$ cat src/rtl/lsm_seq_pkg.sv
package lsm_seq_pkg;

  typedef enum logic [1:0] {
    XOP_PUSH = 2'd0,
    XOP_POP  = 2'd1,
    XOP_STM  = 2'd2,
    XOP_LDM  = 2'd3
  } xferOp_e;

  typedef enum logic [1:0] {
    SQ_IDLE,
    SQ_XFER,
    SQ_TAIL,
    SQ_DONE
  } seqState_e;

  // strobes from control to datapath
  typedef struct packed {
    logic capture;   // latch operands of a new transfer
    logic advance;   // current element accepted by memory
  } seqStrobe_t;

endpackage

$ cat src/rtl/lsm_seq_ctrl.sv
module lsm_seq_ctrl
  import lsm_seq_pkg::*;
(
  input  logic       clk,
  input  logic       rstN,
  input  logic       start,
  input  logic       reqEmpty,
  input  logic       lastElem,
  input  logic       isLoadOp,
  input  logic       memReady,
  output seqStrobe_t strobe,
  output logic       memReq,
  output logic       busy,
  output logic       done
);

  seqState_e st, stNext;

  always_ff @(posedge clk or negedge rstN) begin
    if (!rstN) st <= SQ_IDLE;
    else       st <= stNext;
  end

  always_comb begin
    stNext = st;
    strobe = '0;
    unique case (st)
      SQ_IDLE: begin
        if (start) begin
          strobe.capture = 1'b1;
          stNext = reqEmpty ? SQ_DONE : SQ_XFER;
        end
      end
      SQ_XFER: begin
        if (memReady) begin
          strobe.advance = 1'b1;
          if (lastElem) stNext = isLoadOp ? SQ_TAIL : SQ_DONE;
        end
      end
      SQ_TAIL: stNext = SQ_DONE;
      SQ_DONE: stNext = SQ_IDLE;
      default: stNext = SQ_IDLE;
    endcase
  end

  assign memReq = (st == SQ_XFER);
  assign busy   = (st != SQ_IDLE);
  assign done   = (st == SQ_DONE);

  // nothing to move finishes in the next cycle without an access
  a_r7_empty_done: assert property (@(posedge clk) disable iff (!rstN)
    (!busy && start && reqEmpty) |=> (done && !memReq));

  // loads pause one cycle before done, stores finish at once
  a_r6_load_tail: assert property (@(posedge clk) disable iff (!rstN)
    (memReq && memReady && lastElem && isLoadOp) |=> (!done && !memReq) ##1 done);

  a_r6_store_finish: assert property (@(posedge clk) disable iff (!rstN)
    (memReq && memReady && lastElem && !isLoadOp) |=> done);

  // done is a single-cycle pulse, busy holds until done
  a_r9_done_pulse: assert property (@(posedge clk) disable iff (!rstN)
    done |=> !done);

  a_r9_busy_hold: assert property (@(posedge clk) disable iff (!rstN)
    (busy && !done) |=> busy);

endmodule

$ cat src/rtl/lsm_seq_dp.sv
module lsm_seq_dp
  import lsm_seq_pkg::*;
#(
  parameter int NUM_REGS = 8,
  parameter int DATA_W   = 32,
  localparam int IDX_W   = $clog2(NUM_REGS)
) (
  input  logic                clk,
  input  logic                rstN,
  input  seqStrobe_t          strobe,
  input  xferOp_e             startOp,
  input  logic [NUM_REGS-1:0] startList,
  input  logic                startExtra,
  input  logic [IDX_W-1:0]    startBaseIdx,
  input  logic [DATA_W-1:0]   startBase,
  input  logic [DATA_W-1:0]   linkVal,
  input  logic [DATA_W-1:0]   memRdata,
  input  logic [DATA_W-1:0]   regRdData,
  output logic                reqEmpty,
  output logic                lastElem,
  output logic                isLoadOp,
  output logic                memWe,
  output logic [DATA_W-1:0]   memAddr,
  output logic [DATA_W-1:0]   memWdata,
  output logic [IDX_W-1:0]    regRdIdx,
  output logic [IDX_W-1:0]    regWrIdx,
  output logic [DATA_W-1:0]   regWrData,
  output logic                regWeQual,
  output logic [DATA_W-1:0]   baseOut,
  output logic                baseWeQual,
  output logic                branchFlag,
  output logic [DATA_W-1:0]   branchPc
);

  localparam int WORD_BYTES              = DATA_W / 8;
  localparam logic [DATA_W-1:0] STEP      = DATA_W'(WORD_BYTES);
  localparam logic [DATA_W-1:0] ALIGN_MSK = ~DATA_W'(WORD_BYTES - 1);
  localparam int CNT_W                   = $clog2(NUM_REGS + 2);

  xferOp_e             opQ;
  logic [NUM_REGS-1:0] pendMask;
  logic                pendExtra;
  logic                extraQ;
  logic                baseInList;
  logic                anyXfer;
  logic [DATA_W-1:0]   ptr;
  logic [DATA_W-1:0]   pcQ;

  logic                isPush;
  logic                extraAllowed;
  logic [IDX_W-1:0]    lowIdx, highIdx, curIdx;
  logic                lowHit;
  logic                curIsExtra;
  logic [CNT_W-1:0]    pendCount;

  assign isPush       = (opQ == XOP_PUSH);
  assign extraAllowed = (startOp == XOP_PUSH) || (startOp == XOP_POP);
  assign reqEmpty     = (startList == '0) && !(startExtra && extraAllowed);

  // lowest and highest pending register
  always_comb begin
    lowIdx = '0;
    lowHit = 1'b0;
    for (int i = NUM_REGS - 1; i >= 0; i--) begin
      if (pendMask[i]) begin
        lowIdx = IDX_W'(i);
        lowHit = 1'b1;
      end
    end
  end

  always_comb begin
    highIdx = '0;
    for (int i = 0; i < NUM_REGS; i++) begin
      if (pendMask[i]) highIdx = IDX_W'(i);
    end
  end

  // push takes the extra word first and walks down, the rest walk up
  always_comb begin
    if (isPush) begin
      curIsExtra = pendExtra;
      curIdx     = highIdx;
    end else begin
      curIsExtra = pendExtra && !lowHit;
      curIdx     = lowIdx;
    end
  end

  always_comb begin
    pendCount = CNT_W'(pendExtra);
    for (int i = 0; i < NUM_REGS; i++) pendCount = pendCount + CNT_W'(pendMask[i]);
  end
  assign lastElem = (pendCount == CNT_W'(1));

  always_ff @(posedge clk or negedge rstN) begin
    if (!rstN) begin
      opQ        <= XOP_PUSH;
      pendMask   <= '0;
      pendExtra  <= 1'b0;
      extraQ     <= 1'b0;
      baseInList <= 1'b0;
      anyXfer    <= 1'b0;
      ptr        <= '0;
      pcQ        <= '0;
    end else if (strobe.capture) begin
      opQ        <= startOp;
      pendMask   <= startList;
      pendExtra  <= startExtra && extraAllowed;
      extraQ     <= startExtra && extraAllowed;
      baseInList <= startList[startBaseIdx];
      anyXfer    <= !reqEmpty;
      ptr        <= startBase;
      pcQ        <= '0;
    end else if (strobe.advance) begin
      if (curIsExtra) pendExtra <= 1'b0;
      else            pendMask[curIdx] <= 1'b0;
      ptr <= isPush ? (ptr - STEP) : (ptr + STEP);
      if (curIsExtra && (opQ == XOP_POP)) pcQ <= memRdata & ~DATA_W'(1);
    end
  end

  assign memWe      = (opQ == XOP_PUSH) || (opQ == XOP_STM);
  assign isLoadOp   = !memWe;
  assign memAddr    = (isPush ? (ptr - STEP) : ptr) & ALIGN_MSK;
  assign memWdata   = curIsExtra ? linkVal : regRdData;
  assign regRdIdx   = curIdx;
  assign regWrIdx   = curIdx;
  assign regWrData  = memRdata;
  assign regWeQual  = isLoadOp && !curIsExtra;
  assign baseOut    = ptr;
  assign baseWeQual = anyXfer && !((opQ == XOP_LDM) && baseInList);
  assign branchFlag = extraQ && (opQ == XOP_POP);
  assign branchPc   = pcQ;

  // successive push accesses step one word down
  a_r1_push_descends: assert property (@(posedge clk) disable iff (!rstN)
    (strobe.advance && isPush && !lastElem) |=> (memAddr == $past(memAddr) - STEP));

  // other transfers step one word up
  a_r4_list_ascends: assert property (@(posedge clk) disable iff (!rstN)
    (strobe.advance && !isPush && !lastElem) |=> (memAddr == $past(memAddr) + STEP));

  // base in the load list blocks writeback
  a_r5_ldm_base_kept: assert property (@(posedge clk) disable iff (!rstN)
    (strobe.capture && (startOp == XOP_LDM) && startList[startBaseIdx]) |=> !baseWeQual);

endmodule

$ cat src/rtl/lsm_seq_top.sv
module lsm_seq_top
  import lsm_seq_pkg::*;
#(
  parameter int NUM_REGS = 8,
  parameter int DATA_W   = 32,
  localparam int IDX_W   = $clog2(NUM_REGS)
) (
  input  logic                clk,
  input  logic                rstN,
  input  logic                start,
  input  logic [1:0]          opSel,
  input  logic [NUM_REGS-1:0] regList,
  input  logic                withLinkPc,
  input  logic [IDX_W-1:0]    baseIdx,
  input  logic [DATA_W-1:0]   baseVal,
  input  logic [DATA_W-1:0]   linkVal,
  output logic                busy,
  output logic                done,
  output logic                memReq,
  output logic                memWe,
  output logic [DATA_W-1:0]   memAddr,
  output logic [DATA_W-1:0]   memWdata,
  input  logic [DATA_W-1:0]   memRdata,
  input  logic                memReady,
  output logic [IDX_W-1:0]    regRdIdx,
  input  logic [DATA_W-1:0]   regRdData,
  output logic                regWe,
  output logic [IDX_W-1:0]    regWrIdx,
  output logic [DATA_W-1:0]   regWrData,
  output logic [DATA_W-1:0]   baseOut,
  output logic                baseWe,
  output logic                branchReq,
  output logic [DATA_W-1:0]   branchPc
);

  seqStrobe_t strobe;
  logic       reqEmpty, lastElem, isLoadOp;
  logic       regWeQual, baseWeQual, branchFlag;

  lsm_seq_ctrl u_ctrl (
    .clk      (clk),
    .rstN     (rstN),
    .start    (start),
    .reqEmpty (reqEmpty),
    .lastElem (lastElem),
    .isLoadOp (isLoadOp),
    .memReady (memReady),
    .strobe   (strobe),
    .memReq   (memReq),
    .busy     (busy),
    .done     (done)
  );

  lsm_seq_dp #(
    .NUM_REGS (NUM_REGS),
    .DATA_W   (DATA_W)
  ) u_dp (
    .clk          (clk),
    .rstN         (rstN),
    .strobe       (strobe),
    .startOp      (xferOp_e'(opSel)),
    .startList    (regList),
    .startExtra   (withLinkPc),
    .startBaseIdx (baseIdx),
    .startBase    (baseVal),
    .linkVal      (linkVal),
    .memRdata     (memRdata),
    .regRdData    (regRdData),
    .reqEmpty     (reqEmpty),
    .lastElem     (lastElem),
    .isLoadOp     (isLoadOp),
    .memWe        (memWe),
    .memAddr      (memAddr),
    .memWdata     (memWdata),
    .regRdIdx     (regRdIdx),
    .regWrIdx     (regWrIdx),
    .regWrData    (regWrData),
    .regWeQual    (regWeQual),
    .baseOut      (baseOut),
    .baseWeQual   (baseWeQual),
    .branchFlag   (branchFlag),
    .branchPc     (branchPc)
  );

  assign regWe     = memReq && memReady && regWeQual;
  assign baseWe    = done && baseWeQual;
  assign branchReq = done && branchFlag;

  // a stalled request holds its address, direction and data
  a_r8_hold_stall: assert property (@(posedge clk) disable iff (!rstN)
    (memReq && !memReady) |=> (memReq && $stable(memAddr) && $stable(memWe) && $stable(memWdata)));

  // side results only with done
  a_r9_basewe_with_done: assert property (@(posedge clk) disable iff (!rstN)
    baseWe |-> done);

  // branch request carries an even address and comes with done
  a_r3_branch_even: assert property (@(posedge clk) disable iff (!rstN)
    branchReq |-> (done && !branchPc[0]));

  // register writes only from accepted loads
  a_r5_regwe_on_load: assert property (@(posedge clk) disable iff (!rstN)
    regWe |-> (memReq && memReady && !memWe));

endmodule

$ cat config.mk
export PLATFORM = sky130hd
export DESIGN_NAME = lsm_seq_top
export DESIGN_NICKNAME = d
export VERILOG_FILES = /design/src/rtl/lsm_seq_pkg.sv /design/src/rtl/lsm_seq_ctrl.sv /design/src/rtl/lsm_seq_dp.sv /design/src/rtl/lsm_seq_top.sv
export SDC_FILE = /design/constraint.sdc
export NUM_CORES = 1
export LEC_CHECK = 0
export ABC_AREA = 1
export ABC_CLOCK_PERIOD_IN_PS = 5030
export BUFFER_PORTS_ARGS = -buffer_cell sky130_fd_sc_hd__buf_2
export CORE_AREA = 4 4 91 178
export DETAILED_ROUTE_END_ITERATION = 10
export DIE_AREA = 0 0 95 182
export MAX_ROUTING_LAYER = met4
export PLACE_DENSITY = 0.85
export SYNTH_ARGS = -nofsm -noshare
export SYNTH_HDL_FRONTEND = slang
export SYNTH_SLANG_ARGS = --single-unit
$ cat constraint.sdc
create_clock -name clk -period 5.03 [get_ports clk]
set_clock_uncertainty 0.05 [all_clocks]
set_input_delay 1.2575 -clock clk [delete_from_list [all_inputs] [get_ports clk]]
set_output_delay 1.2575 -clock clk [all_outputs]
set_load 0.02 [all_outputs]
==> flow_summary.json <==
{
  "final_core_util_pct": 57.7,
  "critPathArrivalTime_ps": 2920,
  "grt_pass1_vias": 8067,
  "cts_hold_buffers": 0,
  "synth_cells": 1148,
  "outcome": "finished clean",
  "critPathLaunchType": "register",
  "fmax_ghz": 0.237,
  "fillers": 1475,
  "clk_latency_ps": 340,
  "hold_viol": 0,
  "synth.distinct_cells": 39,
  "drt-pass1-iter-count": 5,
  "wirelength_um": 24700,
  "root_buffer": "clkbuf_16",
  "vdd_drop_max_v": 0.000407,
  "wl_per_cell_um": 15.6,
  "post-route-period-util_pct": 84.0,
  "yosys_register_bits": 79,
  "setup_slack_ps": 803,
  "drv_cap": 0,
  "dieArea_um2": 17300,
  "leakage_uw": 0.00469,
  "post_cts_buffers": 0,
  "cts_tree": "done",
  "synth-async-reset-ratio_pct": 100,
  "antenna_found_initial": 0,
  "ff2ff_setup_slack_ps": 1080,
  "drive_above_1_share_pct": 26.3,
  "critPathMaxFanout": 35,
  "num_vias": 8149,
  "dp_slack_ps": 1070,
  "hp-class": "reg -> reg",
  "slew_viol_final": 0,
  "rsz0062_at_grt": "false",
  "grt_max_degree": 80,
  "synth_flop_cell": "dfrtp_1",
  "initial_core_util_pct": 47.0,
  "drt_drc_violations_left": 0,
  "final_cell_mix": "nand2_1 (393), buf_2 (312), nor2_1 (185)",
  "holdPathStages": 2,
  "vias_per_cell": 5.14,
  "grtUsageTotal_pct": 28.8,
  "n_antenna_cell": 0,
  "syn_to_final_growth_pct": 22.8,
  "die_h_um": 182,
  "dpl.hpwl_um": 19600,
  "slew_headroom_pct": 29.6,
  "holdWs_ps": 437,
  "p_per_area_nw_per_um2": 698,
  "synth_top_area_share_pct": 28.4,
  "grt_pass1_wl_um": 38200,
  "drt_first_iter_violations": 525,
  "io_pins": 319,
  "worst_slew_pin_slew_ps": 1060,
  "ant_nets": 0,
  "syn_area_um2": 6960,
  "clk_pin_slew_ps": 70,
  "setup_viol": 0,
  "cp-end-kind": "output port",
  "dieWidth_um": 95,
  "cp.required_ps": 3720,
  "synth_edf_count": 0,
  "fin_nets": 1550,
  "post_cts_resized": 0,
  "synth_top_area_cell": "dfrtp_1",
  "yosysSeqAreaShare_pct": 28.4,
  "cts_max_level": 3,
  "gr-total-overflow": 0,
  "gp_congestion": 0.989,
  "portBuffers": 313,
  "row_count": 63,
  "endpoint": "memWdata[24]",
  "min_period_ps": 4230,
  "yosys_warnings": 0,
  "clk_path_buf_depth": 2,
  "worstSetupPathType": "reg -> out",
  "core_area_um2": 14800,
  "r2r-end": "u_ctrl.st[0]",
  "synth_area_leaders": "dfrtp_1 (28%), nand2_1 (21%), nor2_1 (10%)",
  "fin_setup_tns_ps": 0,
  "crit_start": "u_dp.opQ[1]",
  "syn_avg_cell_area_um2": 6.06,
  "rr_startpoint": "u_dp.pendExtra",
  "layout_commonest_cell": "nand2_1",
  "cts_made_buffers": 9,
  "ff2ff_path_depth": 16,
  "clock-sinks": 79
}
==> registers in the layout, summed over array words and instances, names as in the netlist <==
signal and count:
u_dp.baseInList 1, u_dp.extraQ 1, u_dp.anyXfer 1, u_dp.branchPc 31, u_dp.pendMask 8, u_dp.baseOut 32, u_ctrl.st 2, u_dp.opQ 2
u_dp.pendExtra 1
==> through the flow <==
step | std cells | power, uW | cell area [um2]
global placement | 1569 | 5210 | 8260
detailed placement | 1569 | 5300 | 8260
global route | 1585 | 6490 | 8540
finish | 1585 | 5960 | 8540
CTS | 1585 | 5980 | 8540
floorplan | 1150 | 4130 | 6970
==> synth_stat cells (4+ instances only) <==
cell type / number
nor2_2: 8
nand3_1: 77
nor2_1: 185
nand4_1: 5
nor3_1: 5
o211ai_1: 6
xor2_1: 12
clkbuf_1: 23
inv_1: 89
buf_2: 24
dfrtp_1: 79
nor2_4: 4
buf_4: 42
o21ai_1: 7
or2_2: 7
o21ai_0: 115
ha_1: 14
nand2_1: 394
fa_1: 5
a21oi_1: 12
==> critical path, stage by stage, from the launching register on <==
cell and delay [ps]:
dfrtp_1 390, inv_1 130, nand2_4 260, nand2_1 230
nand3_4 320, inv_1 820, nand2_1 140, nand2_1 90
buf_2 160
==> final cells by class <==
class | count | area, um2 | area share [%]
multi-input combinational | 884 | 4080 | 47.8
sequential | 79 | 1980 | 23.1
clock inverter | 7 | 62.6 | 0.732
inverter | 93 | 349 | 4.09
timing repair buffer | 318 | 1610 | 18.8
tap | 195 | 244 | 2.86
clock buffer | 9 | 225 | 2.64
==> routing by layer <==
metal  track usage [%]  share of wire, %  vias to the layer above
met5                 -                 0                        -
met1              29.0                36                     3686
li1                  -                 -                     4048
met2              52.3                54                      342
met4              14.2               4.3                        0
met3              4.44               5.8                       73
==> kinds of logic (layout without fill, tap and decap cells) <==
family                     after synthesis  count (layout)  share of synthesized area (%)
and+or+nand+nor                        696             696                           41.1
xor gates and xnor gates                13              13                           1.64
other                                    1               3                         0.0539
AOI/OAI and AO/OA                      151             151                           11.5
adders and majority gates               19              19                           3.95
buffers and inverters                  187             427                           13.1
muxes                                    2               2                          0.288
DFF                                     79              79                           28.4
==> worst min-delay path by stage <==
stage	slack, ps	from	endpoint
after floorplan	400	u_dp.anyXfer	u_dp.anyXfer
after global placement	410	u_dp.baseOut[0]	u_dp.baseOut[0]
after detailed placement	410	u_dp.baseOut[0]	u_dp.baseOut[0]
after CTS	430	u_dp.baseOut[0]	u_dp.baseOut[0]
after global routing	460	u_dp.baseOut[0]	u_dp.baseOut[0]
final	440	u_dp.baseOut[0]	u_dp.baseOut[0]
==> report_power, final <==
part	switching [uW]	leakage [uW]	total, uW	internal (uW)
clock	320	0.000145	669	349
sequential	416	0.000966	1360	945
combinational	2680	0.00358	3930	1260
total	3410	0.00469	5960	2550
No activity file was read; power rests on OpenSTA's default activity.
